**src/rtl/polar_pe_pkg.sv**
```systemverilog
// Package: shared types for the polar processing element.
// Assumes: nothing beyond standard SystemVerilog.
package polar_pe_pkg;

    // Operating mode of the processing element.
    typedef enum logic {
        PE_CHECK = 1'b0,
        PE_BIT   = 1'b1
    } pe_mode_e;

endpackage : polar_pe_pkg

```
**src/rtl/pe_sm_to_tc.sv**
```systemverilog
// Module: pe_sm_to_tc
// Converts a sign-magnitude value into two's complement of the same width.
// Assumes: the MSB is the sign and the remaining bits are the magnitude.
// A negative zero maps to 0.
module pe_sm_to_tc #(
    parameter int W = 5
) (
    input  logic [W-1:0] sm_in,
    output logic [W-1:0] tc_out
);
    localparam int MW = W - 1;

    logic [W-1:0] mag_ext;

    // Zero-extend the magnitude and negate it when the sign is set.
    always_comb begin
        mag_ext = {1'b0, sm_in[MW-1:0]};
        tc_out  = sm_in[W-1] ? (~mag_ext + 1'b1) : mag_ext;
    end
endmodule : pe_sm_to_tc

```
**src/rtl/pe_tc_to_sm_sat.sv**
```systemverilog
// Module: pe_tc_to_sm_sat
// Converts a wide two's-complement value back to W-bit sign-magnitude.
// Magnitudes beyond 2^(W-1)-1 are clipped, and a zero result always
// gets a positive sign.
// Assumes: IW > W, so the input may carry a magnitude the output cannot hold.
module pe_tc_to_sm_sat #(
    parameter int W  = 5,
    parameter int IW = W + 1
) (
    input  logic [IW-1:0] tc_in,
    output logic [W-1:0]  sm_out
);
    localparam int            MW     = W - 1;
    localparam logic [IW-1:0] MAXABS = IW'((1 << MW) - 1);

    logic [IW-1:0] abs_val;
    logic [MW-1:0] mag;
    logic          neg;

    // Take the absolute value, clip it to the output range and rebuild the sign.
    always_comb begin
        neg     = tc_in[IW-1];
        abs_val = neg ? (~tc_in + 1'b1) : tc_in;
        mag     = (abs_val > MAXABS) ? MAXABS[MW-1:0] : abs_val[MW-1:0];
        sm_out  = {neg & (mag != '0), mag};
    end
endmodule : pe_tc_to_sm_sat

```
**src/rtl/pe_minsum_cmp.sv**
```systemverilog
// Module: pe_minsum_cmp
// Comparator-selector for the check update. It outputs the smaller magnitude,
// with the XOR of the input signs, and a "first greater than second" flag.
// Assumes: sign-magnitude inputs. A zero result is given a positive sign.
module pe_minsum_cmp #(
    parameter int W = 5
) (
    input  logic [W-1:0] a_sm,
    input  logic [W-1:0] b_sm,
    output logic [W-1:0] f_sm,
    output logic         a_gt_b
);
    localparam int MW = W - 1;

    logic [MW-1:0] mag_min;

    // Compare the magnitudes, keep the smaller one and combine the signs.
    always_comb begin
        a_gt_b  = a_sm[MW-1:0] > b_sm[MW-1:0];
        mag_min = a_gt_b ? b_sm[MW-1:0] : a_sm[MW-1:0];
        f_sm    = {(a_sm[W-1] ^ b_sm[W-1]) & (mag_min != '0), mag_min};
    end
endmodule : pe_minsum_cmp

```
**src/rtl/polar_fg_pe.sv**
```systemverilog
// Module: polar_fg_pe
// Unified check/bit processing element for LLR-domain SC polar decoding.
// Check mode: min-sum. Bit mode: llr_b +/- llr_a (subtract when psum=1), saturated.
// Assumes: sign-magnitude ports. OUT_REG=1 adds one register stage that is
// cleared by a synchronous active-low reset.
module polar_fg_pe
    import polar_pe_pkg::*;
#(
    parameter int W       = 5,
    parameter bit OUT_REG = 1'b1
) (
    input  logic         clk,
    input  logic         rst_n,
    input  logic         mode_g,
    input  logic         psum,
    input  logic [W-1:0] llr_a,
    input  logic [W-1:0] llr_b,
    output logic [W-1:0] llr_out,
    output logic         a_gt_b
);
    localparam int SW = W + 1;

    pe_mode_e      mode;
    logic [W-1:0]  in_sm   [2];
    logic [W-1:0]  in_tc   [2];
    logic [SW-1:0] arith   [2];
    logic [W-1:0]  arith_sm[2];
    logic [W-1:0]  f_res;
    logic [W-1:0]  g_res;
    logic [W-1:0]  res_nxt;
    logic          gt_nxt;

    assign in_sm[0] = llr_a;
    assign in_sm[1] = llr_b;

    // One input converter per operand.
    for (genvar i = 0; i < 2; i++) begin : g_in_conv
        pe_sm_to_tc #(.W(W)) u_s2t (
            .sm_in (in_sm[i]),
            .tc_out(in_tc[i])
        );
    end

    // Sum and difference are formed in parallel at one extra bit of width.
    always_comb begin
        arith[0] = {in_tc[1][W-1], in_tc[1]} + {in_tc[0][W-1], in_tc[0]};
        arith[1] = {in_tc[1][W-1], in_tc[1]} - {in_tc[0][W-1], in_tc[0]};
    end

    // One saturating output converter per arithmetic result.
    for (genvar i = 0; i < 2; i++) begin : g_out_conv
        pe_tc_to_sm_sat #(.W(W), .IW(SW)) u_t2s (
            .tc_in (arith[i]),
            .sm_out(arith_sm[i])
        );
    end

    pe_minsum_cmp #(.W(W)) u_cmp (
        .a_sm  (llr_a),
        .b_sm  (llr_b),
        .f_sm  (f_res),
        .a_gt_b(gt_nxt)
    );

    // The partial sum picks the bit result; the mode picks check or bit.
    always_comb begin
        mode    = pe_mode_e'(mode_g);
        g_res   = psum ? arith_sm[1] : arith_sm[0];
        res_nxt = (mode == PE_BIT) ? g_res : f_res;
    end

    if (OUT_REG) begin : g_reg
        // Register the result and the comparison flag; reset clears both.
        always_ff @(posedge clk) begin
            if (!rst_n) begin
                llr_out <= '0;
                a_gt_b  <= 1'b0;
            end else begin
                llr_out <= res_nxt;
                a_gt_b  <= gt_nxt;
            end
        end
    end else begin : g_comb
        assign llr_out = res_nxt;
        assign a_gt_b  = gt_nxt;
    end
endmodule : polar_fg_pe

```
**config.mk**
```make
export PLATFORM = sky130hd
export DESIGN_NAME = polar_fg_pe
export DESIGN_NICKNAME = d
export VERILOG_FILES = /design/src/rtl/polar_pe_pkg.sv /design/src/rtl/pe_sm_to_tc.sv /design/src/rtl/pe_tc_to_sm_sat.sv /design/src/rtl/pe_minsum_cmp.sv /design/src/rtl/polar_fg_pe.sv
export SDC_FILE = /design/constraint.sdc
export NUM_CORES = 1
export LEC_CHECK = 0
export BUFFER_PORTS_ARGS = -buffer_cell sky130_fd_sc_hd__buf_2
export CORE_MARGIN = 1.5
export CORE_UTILIZATION = 55
export DETAILED_ROUTE_END_ITERATION = 16
export GPL_ROUTABILITY_DRIVEN = 0
export GPL_TIMING_DRIVEN = 1
export PLACE_DENSITY = 0.76
export SYNTH_ARGS = -nofsm -noshare
export SYNTH_HDL_FRONTEND = slang
export SYNTH_SLANG_ARGS = --single-unit
```
**constraint.sdc**
```tcl
create_clock -name clk -period 7.4 [get_ports clk]
set_input_delay 1.48 -clock clk [delete_from_list [all_inputs] [get_ports clk]]
set_output_delay 1.48 -clock clk [all_outputs]
set_load 0.02 [all_outputs]
```
# --- After elaboration in Yosys (flattened, before gate mapping) ---
# Cells that the tools add are included.
word_totals:
  wordCells: 31
  ram_bits: 0
  input_bits: 14
  n_memories: 0
  regBits: 6
  latch_bits: 0
  romBits: 0
  output_inout_bits: 6
classes:
  add_sub_neg: 6
  n_reduce_logical: 3
  n_lt_le_gt_ge: 3
  eq_ne: 0
  mul: 0
  n_div: 0
  mux: 9
  shift: 0
  n_bitwise: 8
op_table:
  columns: ["op", "n"]
  rows:
  - ["$mux 5", 4]
  - ["$add 6x1->6 const B", 2]
  - ["$gt 6x4->1 const B", 2]
  - ["$mux 4", 3]
  - ["$mux 6", 2]
  - ["$not 6->6", 2]
  - ["$reduce_bool 4->1", 3]
  - ["$add 5x1->5 const B", 2]
  - ["$not 4->5", 2]
  - ["$add 5x5->6", 1]
  - ["$sub 5x5->6", 1]
  - ["$gt 4x4->1", 1]
  - ["$and 1x1->1", 3]
  - ["$xor 1x1->1", 1]

# --- Longest topological paths before layout ---
# Gate-level depths: netlist of run 1.
depth:
  word_depth: 13
  depth_mapped: 14
  depth_no_buf: 13

# --- By module ---
# A second synthesis of run 1 with hierarchy kept.
unflattened:
  hier_cells: 188
  area_unflattened_um2: 1431.4
modules_own_cells:
  columns: ["module", "seq_area_each_um2", "area_each_um2", "instances", "cells_each"]
  rows:
  - ["polar_fg_pe", 120.1, 645.6, 1, 77]
  - ["pe_tc_to_sm_sat", 0.0, 200.2, 2, 32]
  - ["pe_minsum_cmp", 0.0, 217.7, 1, 23]
  - ["pe_sm_to_tc", 0.0, 83.8, 2, 12]

# --- Worst setup path after synthesis of run 1 ---
# OpenSTA, ideal clock, no wires.
synth_path:
  kind: "input to register"
  start: "in llr_a[0]"
  end: "reg llr_out[4]"
  path_stages: 12
  t_arrival_ns: 3.857
  n_path_buf: 0
  setup_ns: 0.131
  required_ns: 7.269
  setup_slack_ns: 3.412
  cell_sequence: "inv_1 ha_1 nand2_1 o21ai_0 fa_1 inv_1 ha_1 xnor2_1 nand3b_1 or4_1 a21oi_2 o211ai_1"
synth_via:
  elab_chain_cells: 13
  word_cells_on_any_way: 25
  cone_classes: "add/sub (5); order compare (3); mux (8); bitwise (6); reduce/logical (3)"
synth_lines:
  columns: ["element", "line_no", "rtl"]
  rows:
  - ["start: declaration", "polar_fg_pe.sv:16", "input logic [W-1:0] llr_a,"]
  - ["$not 4->5", "pe_sm_to_tc.sv:18", "tc_out = sm_in[W-1] ? (~mag_ext + 1'b1) : mag_ext;"]
  - ["$add 5x1->5", "pe_sm_to_tc.sv:18", null]
  - ["$mux 5", "pe_sm_to_tc.sv:18", null]
  - ["$add 5x5->6 / $sub 5x5->6 (equally long branches)", "polar_fg_pe.sv:46, polar_fg_pe.sv:47", null]
  - ["$not 6->6", "pe_tc_to_sm_sat.sv:23", "abs_val = neg ? (~tc_in + 1'b1) : tc_in;"]
  - ["$add 6x1->6", "pe_tc_to_sm_sat.sv:23", null]
  - ["$mux 6", "pe_tc_to_sm_sat.sv:23", null]
  - ["$gt 6x4->1", "pe_tc_to_sm_sat.sv:24", "mag = (abs_val > MAXABS) ? MAXABS[MW-1:0] : abs_val[MW-1:0];"]
  - ["$mux 4", "pe_tc_to_sm_sat.sv:24", null]
  - ["$reduce_bool 4->1", "pe_tc_to_sm_sat.sv:25", "sm_out = {neg & (mag != '0), mag};"]
  - ["$and 1x1->1", "pe_tc_to_sm_sat.sv:25", null]
  - ["$mux 5", "polar_fg_pe.sv:68", "g_res = psum ? arith_sm[1] : arith_sm[0];"]
  - ["$mux 5 (*)", "polar_fg_pe.sv:69", "res_nxt = (mode == PE_BIT) ? g_res : f_res;"]
  - ["end signal: assignment", "polar_fg_pe.sv:79", "llr_out <= res_nxt;"]
  - ["end: declaration", "polar_fg_pe.sv:18", "output logic [W-1:0] llr_out,"]
# Every way passes the cells marked *; elsewhere a longest branch is shown, timed or not.
# A chain may end at the register's enable or synchronous reset.

# --- Worst setup path after layout of run 1 ---
layout_path:
  start: "in llr_b[0]"
  end: "reg llr_out[3]"
layout_via:
  elab_chain_cells: 11
  word_cells_on_any_way: 19
  cone_classes: "add/sub (5); order compare (3); mux (8); bitwise (3)"
layout_lines:
  columns: ["element", "line_no", "rtl"]
  rows:
  - ["start: declaration", "polar_fg_pe.sv:17", "input logic [W-1:0] llr_b,"]
  - ["$not 4->5", "pe_sm_to_tc.sv:18", null]
  - ["$add 5x1->5", "pe_sm_to_tc.sv:18", null]
  - ["$mux 5", "pe_sm_to_tc.sv:18", null]
  - ["$add 5x5->6 / $sub 5x5->6 (equally long branches)", "polar_fg_pe.sv:46, polar_fg_pe.sv:47", null]
  - ["$not 6->6", "pe_tc_to_sm_sat.sv:23", null]
  - ["$add 6x1->6", "pe_tc_to_sm_sat.sv:23", null]
  - ["$mux 6", "pe_tc_to_sm_sat.sv:23", null]
  - ["$gt 6x4->1", "pe_tc_to_sm_sat.sv:24", null]
  - ["$mux 4", "pe_tc_to_sm_sat.sv:24", null]
  - ["$mux 5", "polar_fg_pe.sv:68", null]
  - ["$mux 5 (*)", "polar_fg_pe.sv:69", null]
# Marks and branches as above.

==> flow_summary_export.csv, run 1 <==
group,metric,value,unit
run_status,outcome,"completed",
placement,place_area,0.00140,mm2
routing,vias_per_cell,6.02,
yosys,synth.top_cell.area_share,17.1,%
timing,worst_slew_pin_slew,752,ps
timing,period_minus_slack,4390,ps
flow_run,cap_violations,0,
yosys,synth.cell_area,0.00132,mm2
placement,post-dp-hpwl,2.77,mm
timing,slew_viol_final,0,
yosys,async_flop_share,0,%
layout,antennaDiodeCount,0,
layout,layout_common_cells,"19 x buf_2, 18 x ha_1, 16 x inv_1, 14 x a21oi_1, 13 x nor2_1",
routing,vias,1330,
floorplan,start_util,59.0,%
floorplan,dieArea,0.00270,mm2
power,power_density,183,mW/mm2
layout,n_fill_cell,206,
routing,ant_nets,0,
yosys,ys_ff_latch,6,
layout,drive_above_1_share,15.5,%
clock_network,ctsRootBufferMaster,"clkbuf_4",
power,internal_power,128,uW
critical_path,crit_chain,"buf_2 > inv_1 > ha_1 > nand2_1 > o21ai_0 > inv_1 > fa_1 > ha_1 > nand3_1 > o21ai_0 > nor3_1 > a211o_1 > a221oi_1 > a211oi_1",
global_routing,grt_pass1_vias,1209,
power,switching_share,50.8,%
critical_path,crit_path_end,"llr_out[3]",
critical_path,worstPathArrival,4500,ps
global_routing,grt_antenna_before_repair,0,
timing,finalHoldViolCount,0,
timing,whs,1500,ps
power,peakVddDrop,0.0867,mV
yosys,yosysSeqAreaShare,9.12,%
yosys,syn_inst,176,
timing,final-setup-viol-count,0,
floorplan,ios,20,
critical_path,worstSetupStartpointType,"input port",
floorplan,die_width,51.9,um
clock_network,cts_tree,"done",
routing,drt_iter0_drc,40,
worst_hold_path,holdCritPathClass,"input port to flop",
yosys,synth_area_leader_cell,"ha_1",
yosys,ys.flop_type,"dfxtp_1",
yosys,synth_edf_count,0,
global_routing,overflow,0,
yosys,synthTopCellsByArea,"ha_1 17%, dfxtp_1 9.1%, xnor2_1 6.0%",
yosys,synth_cell_types,47,
timing,period_share,59.3,%
timing,rsz0062_at_grt,"false",
layout,fin_nets,229,
layout,regArea,120,um2
timing,slew_headroom,49.3,%
global_routing,grtUsageTotal,26.5,%
critical_path,slowest_delay,620,ps
routing,drt-total-wl,3.30,mm
clock_network,clock-sinks,6,
floorplan,core,0.00223,mm2
floorplan,die_y,51.9,um
critical_path,crit_start,"llr_b[0]",
clock_network,cts_made_buffers,3,
critical_path,slowest_stage,"fa_1",
timing,timing.fmax,0.228,GHz
routing,first_pass_iters,4,
critical_path,crit_type,"input port to flop",
clock_network,cts_max_level,1,
global_routing,grt_max_degree,12,
critical_path,end_kind,"flop",
yosys,mappedNetlistNets,210,
clock_network,cts_setup_buffers,0,
timing,fin_tns_setup,0,ps
power,seqPwrFrac,14.8,%
routing,drc,0,
power,pwr-share-comb,73.1,%
layout,layout_commonest_cell,"buf_2",
layout,multi_input_area,0.00109,mm2
critical_path,worstPathMaxFanout,6,
yosys,avgSynthCellArea,7.49,um2
floorplan,row_count,17,
power,p_clk_share,12.2,%
placement,io_buffers,19,
yosys,yosysWarningCount,0,
clock_network,cts_buffer_depth,2,
global_routing,grt_first_pass_wirelength,5.37,mm
clock_network,clkTransAtPathRegs,50,ps
clock_network,cts_hold_buf,0,
critical_path,required,7520,ps
power,p_sw,132,uW
routing,wire_per_inst,15.0,um
layout,stdcell_area,0.00142,mm2
power,leakage,0.640,nW
clock_network,post_cts_resized,0,
layout,area_growth,7.88,%
-- synthesized netlist by cell type (2+ instances only) --
library cell	n
nor3_1	6
nand2_1	11
o21ai_0	12
nand3b_1	2
nand2b_1	4
xnor2_1	9
o221ai_1	3
fa_1	2
inv_1	16
nor2b_1	2
nand3_1	5
or2b_1	2
a21oi_1	14
a21o_1	2
buf_6	4
nor2_1	13
xor2_1	5
ha_1	18
or4_1	2
nor4_1	2
o211ai_1	3
dfxtp_1	6
o31ai_1	3
a21boi_0	4
a21oi_2	2
a31oi_1	2
a311o_1	2
-- power groups by stage --
stage                     logic (mW)  registers, mW  clock network, mW
after global routing           0.209         0.0388             0.0346
final                          0.190         0.0384             0.0317
after detailed placement       0.186         0.0391                  0
after global placement         0.179         0.0387                  0
after CTS                      0.187         0.0384             0.0322
after floorplan                0.145         0.0455                  0
-- final cells by class --
| class | instances | area share (%) |
|---|---|---|
| timing repair buffer | 19 | 6.69 |
| tap | 28 | 2.46 |
| sequential | 6 | 8.45 |
| multi-input combinational | 149 | 76.6 |
| clock buffer | 3 | 1.58 |
| inverter | 16 | 4.23 |
-- logic make-up (layout without fill, tap and decap cells) --
| family | count (synthesis) | after routing | share of synthesized area (%) |
|---|---|---|---|
| AO/OA/AOI/OAI | 57 | 57 | 29.3 |
| AND/OR/NAND/NOR | 57 | 57 | 22.7 |
| buffers and inverters | 21 | 38 | 8.26 |
| adder cells (fa/ha/maj) | 20 | 20 | 20.1 |
| XOR/XNOR | 15 | 15 | 10.5 |
| flip-flops | 6 | 6 | 9.12 |
-- layer usage --
metal,track usage (%),wire (um)
met5,0,0
met1,31.8,1430
met3,4.02,121
met2,48.1,1730
met4,7.46,26
-- state kept, by name, indices dropped and copies added, names as in the netlist --
register	cells
llr_out	5
a_gt_b	1
-- worst min path at each step --
stage          startpoint      to  depth (start not counted)
2_1_floorplan       rst_n  a_gt_b                          1
3_3_place_gp        rst_n  a_gt_b                          2
3_5_place_dp        rst_n  a_gt_b                          2
4_1_cts             rst_n  a_gt_b                          2
5_1_grt             rst_n  a_gt_b                          2
6_report            rst_n  a_gt_b                          2
-- critical path, delay by kind of cell --
family	cells	cell delay, ps
adders and majority gates	3	1200
AOI/OAI and AO/OA	5	1190
buffers and inverters	3	360
and+or+nand+nor	3	270
-- stage by stage --
stage	util (%)	power, mW	instances	setup slack (ps)
6_report	63.6	0.260	221	3010
5_1_grt	63.6	0.282	221	2800
4_1_cts	63.6	0.258	221	3080
3_5_place_dp	62.6	0.225	218	2820
3_3_place_gp	62.6	0.218	218	2960
2_1_floorplan	-	0.190	176	3410
No activity file was read; power rests on OpenSTA's default activity.
==> run 2: changes to the inputs <==
Settings changed: ABC_AREA set to 1.
Clock period 7.4 ns to 4.3 ns, I/O delays scaled along.
==> flow_summary_export.csv, run 2 <==
group,metric,value,unit
timing,slew_viol_final,0,
clock_network,post_cts_resized,0,
global_routing,grt_first_pass_wirelength,5.37,mm
yosys,mappedNetlistNets,256,
yosys,synth_most_common_cell,"nand2_1",
yosys,ys_ff_latch,6,
timing,fin_tns_setup,0,ps
layout,antennaDiodeCount,0,
yosys,async_flop_share,0,%
clock_network,cts_tree,"done",
global_routing,overflow,0,
critical_path,cp_top_family,"adder cells",
routing,wl_met2,1.56,mm
global_routing,grt_pass1_vias,1269,
critical_path,slowest_stage,"fa_1",
timing,period_minus_slack,3290,ps
worst_hold_path,min_to,"a_gt_b",
routing,first_pass_iters,6,
worst_hold_path,holdCritPathClass,"input port to flop",
layout,largest_reg_flops,5,
power,power_density,297,mW/mm2
floorplan,core,0.00225,mm2
yosys,avgSynthCellArea,6.08,um2
critical_path,worstSetupStartpointType,"input port",
global_routing,grt_antenna_before_repair,0,
placement,placed_cells,267,
critical_path,worstPathArrival,3440,ps
floorplan,dieArea,0.00276,mm2
clock_network,cts_max_level,1,
yosys,synth.cell_area,0.00135,mm2
yosys,yosysWarningCount,0,
global_routing,grtUsageTotal,25.6,%
routing,dr_wl_met3,97,um
layout,layout_common_cells,"54 x nand2_1, 38 x inv_1, 23 x nand3_1, 19 x buf_2, 18 x ha_1",
critical_path,worstPathMaxFanout,5,
yosys,syn_inst,222,
yosys,synth_cell_types,27,
clock_network,cts_setup_buffers,0,
yosys,yosysSeqAreaShare,8.91,%
timing,rsz0062_at_grt,"false",
critical_path,end_kind,"flop",
yosys,synth_compound_area_share,15.0,%
global_routing,grt_max_degree,11,
clock_network,ctsRootBufferMaster,"clkbuf_4",
worst_hold_path,hp-start,"rst_n",
layout,reg_top3,"llr_out (5), a_gt_b (1)",
timing,period_share,76.6,%
critical_path,crit_type,"input port to flop",
critical_path,crit_chain,"buf_2 > inv_1 > ha_1 > nand2_1 > o21ai_0 > fa_1 > ha_1 > inv_1 > nor2_1 > nand3_1 > nand3_1 > nand2_1 > nor2_2 > nand2_1 > nand2_1 > nand3_1 > nand2_1 > inv_1",
layout,drive_above_1_share,19.8,%
yosys,synthAdderAreaFrac,19.7,%
timing,final-setup-viol-count,0,
floorplan,row_count,17,
yosys,ys.flop_type,"dfxtp_1",
floorplan,die_width,52.5,um
critical_path,cp_num_buf_inv,4,
floorplan,start_util,59.8,%
yosys,synth_top_family_by_area,"simple AND/OR/NAND/NOR gates",
yosys,synth_area_leader_cell,"ha_1",
routing,drc,0,
routing,ant_nets,0,
floorplan,ios,20,
floorplan,die_y,52.5,um
routing,vias,1423,
clock_network,clock-sinks,6,
critical_path,crit_start,"llr_a[0]",
power,peakVddDrop,0.210,mV
layout,layout_commonest_cell,"nand2_1",
yosys,synth.top_cell.area_share,16.7,%
routing,drt-total-wl,3.18,mm
layout,regMostFlops,"llr_out",
layout,layoutNonFillerInstCount,270,
placement,io_buffers,19,
timing,worst_slack,1010,ps
timing,finalHoldViolCount,0,
clock_network,cts_buffer_depth,2,
yosys,synthTopCellsByArea,"ha_1 17%, nand2_1 15%, inv_1 11%",
timing,whs,884,ps
timing,worst_slew_pin_slew,674,ps
flow_run,cap_violations,0,
critical_path,slowest_delay,680,ps
yosys,yosys.area_share.simple,40.7,%
timing,slew_headroom,54.6,%
clock_network,cts_hold_buf,0,
layout,area_growth,9.93,%
worst_hold_path,holdPathStages,3,
layout,fin_nets,278,
run_status,outcome,"completed",
timing,timing.fmax,0.304,GHz
routing,drt_iter0_drc,42,
routing,highest_layer,"met3",
placement,dp_slack,779,ps
placement,post-dp-hpwl,2.70,mm
yosys,synth_edf_count,0,
clock_network,clkTransAtPathRegs,50,ps
critical_path,crit_path_frequent_cell,"nand2_1",
yosys,yosys-mux-area-fraction,0,%
yosys,synth_xor_area_share,2.60,%
clock_network,cts_made_buffers,3,
routing,vias_per_cell,5.27,
routing,wirelength_met1,1.52,mm
routing,wire_per_inst,11.8,um
yosys,ys_top_cells_by_count,"54 x nand2_1, 38 x inv_1, 23 x nand3_1",
power,leakage,0.844,nW
critical_path,required,4450,ps
[run 2: cell count changes after synthesis, moves of 6 or more]
cell and change:
inv_1 +22, nand2_1 +43, nand2_2 +11, nand3_1 +18
nand4_1 +6, xnor2_1 -9
[run 2: routing by layer]
| layer | up-vias | GRT usage [%] |
|---|---|---|
| met5 | - | 0 |
| met4 | 0 | 2.56 |
| met3 | 0 | 2.57 |
| met2 | 40 | 46.0 |
| met1 | 622 | 33.7 |
| li1 | 761 | - |
[run 2: tightest hold or removal path: cells and delay by family]
| family | cells | cell delay, ps |
|---|---|---|
| buffers and inverters | 2 | 180 |
| and+or+nand+nor | 1 | 40 |
[run 2: final cells by class]
class                   count  area (um2)
multi-input cells         172        1050
flip-flops and latches      6         120
well taps                  28        35.0
clock buffers               3        22.5
repair buffers             19        95.1
fillers                   214         772
inverters                  42         158
[run 2: how the worst max path moves through the flow]
stage / to / slack [ps] / cells past startpoint
2_1_floorplan: llr_out[4] / 1210 / 17
3_3_place_gp: llr_out[3] / 940 / 17
3_5_place_dp: llr_out[4] / 780 / 18
4_1_cts: llr_out[4] / 1030 / 19
5_1_grt: llr_out[4] / 760 / 19
6_report: llr_out[4] / 1010 / 18
[run 2: power by group]
part / switching (mW) / internal, mW
registers: 0.00172 / 0.0632
logic: 0.212 / 0.111
clock network: 0.0215 / 0.0316
total: 0.235 / 0.205
[run 2: stage by stage]
step,utilization [%],power [mW],area (um2)
CTS,65.8,0.439,1480
finish,65.8,0.441,1480
global route,65.8,0.487,1480
detailed placement,64.8,0.385,1460
floorplan,-,0.317,1350
global placement,64.8,0.373,1460
[run 2: cell families (layout without fill, tap and decap cells)]
logic type,count (synthesis),in the layout
buffers and inverters,44,64
AOI/OAI and AO/OA,35,35
DFF,6,6
xor gates and xnor gates,4,4
and+or+nand+nor,113,113
adders and majority gates,20,20
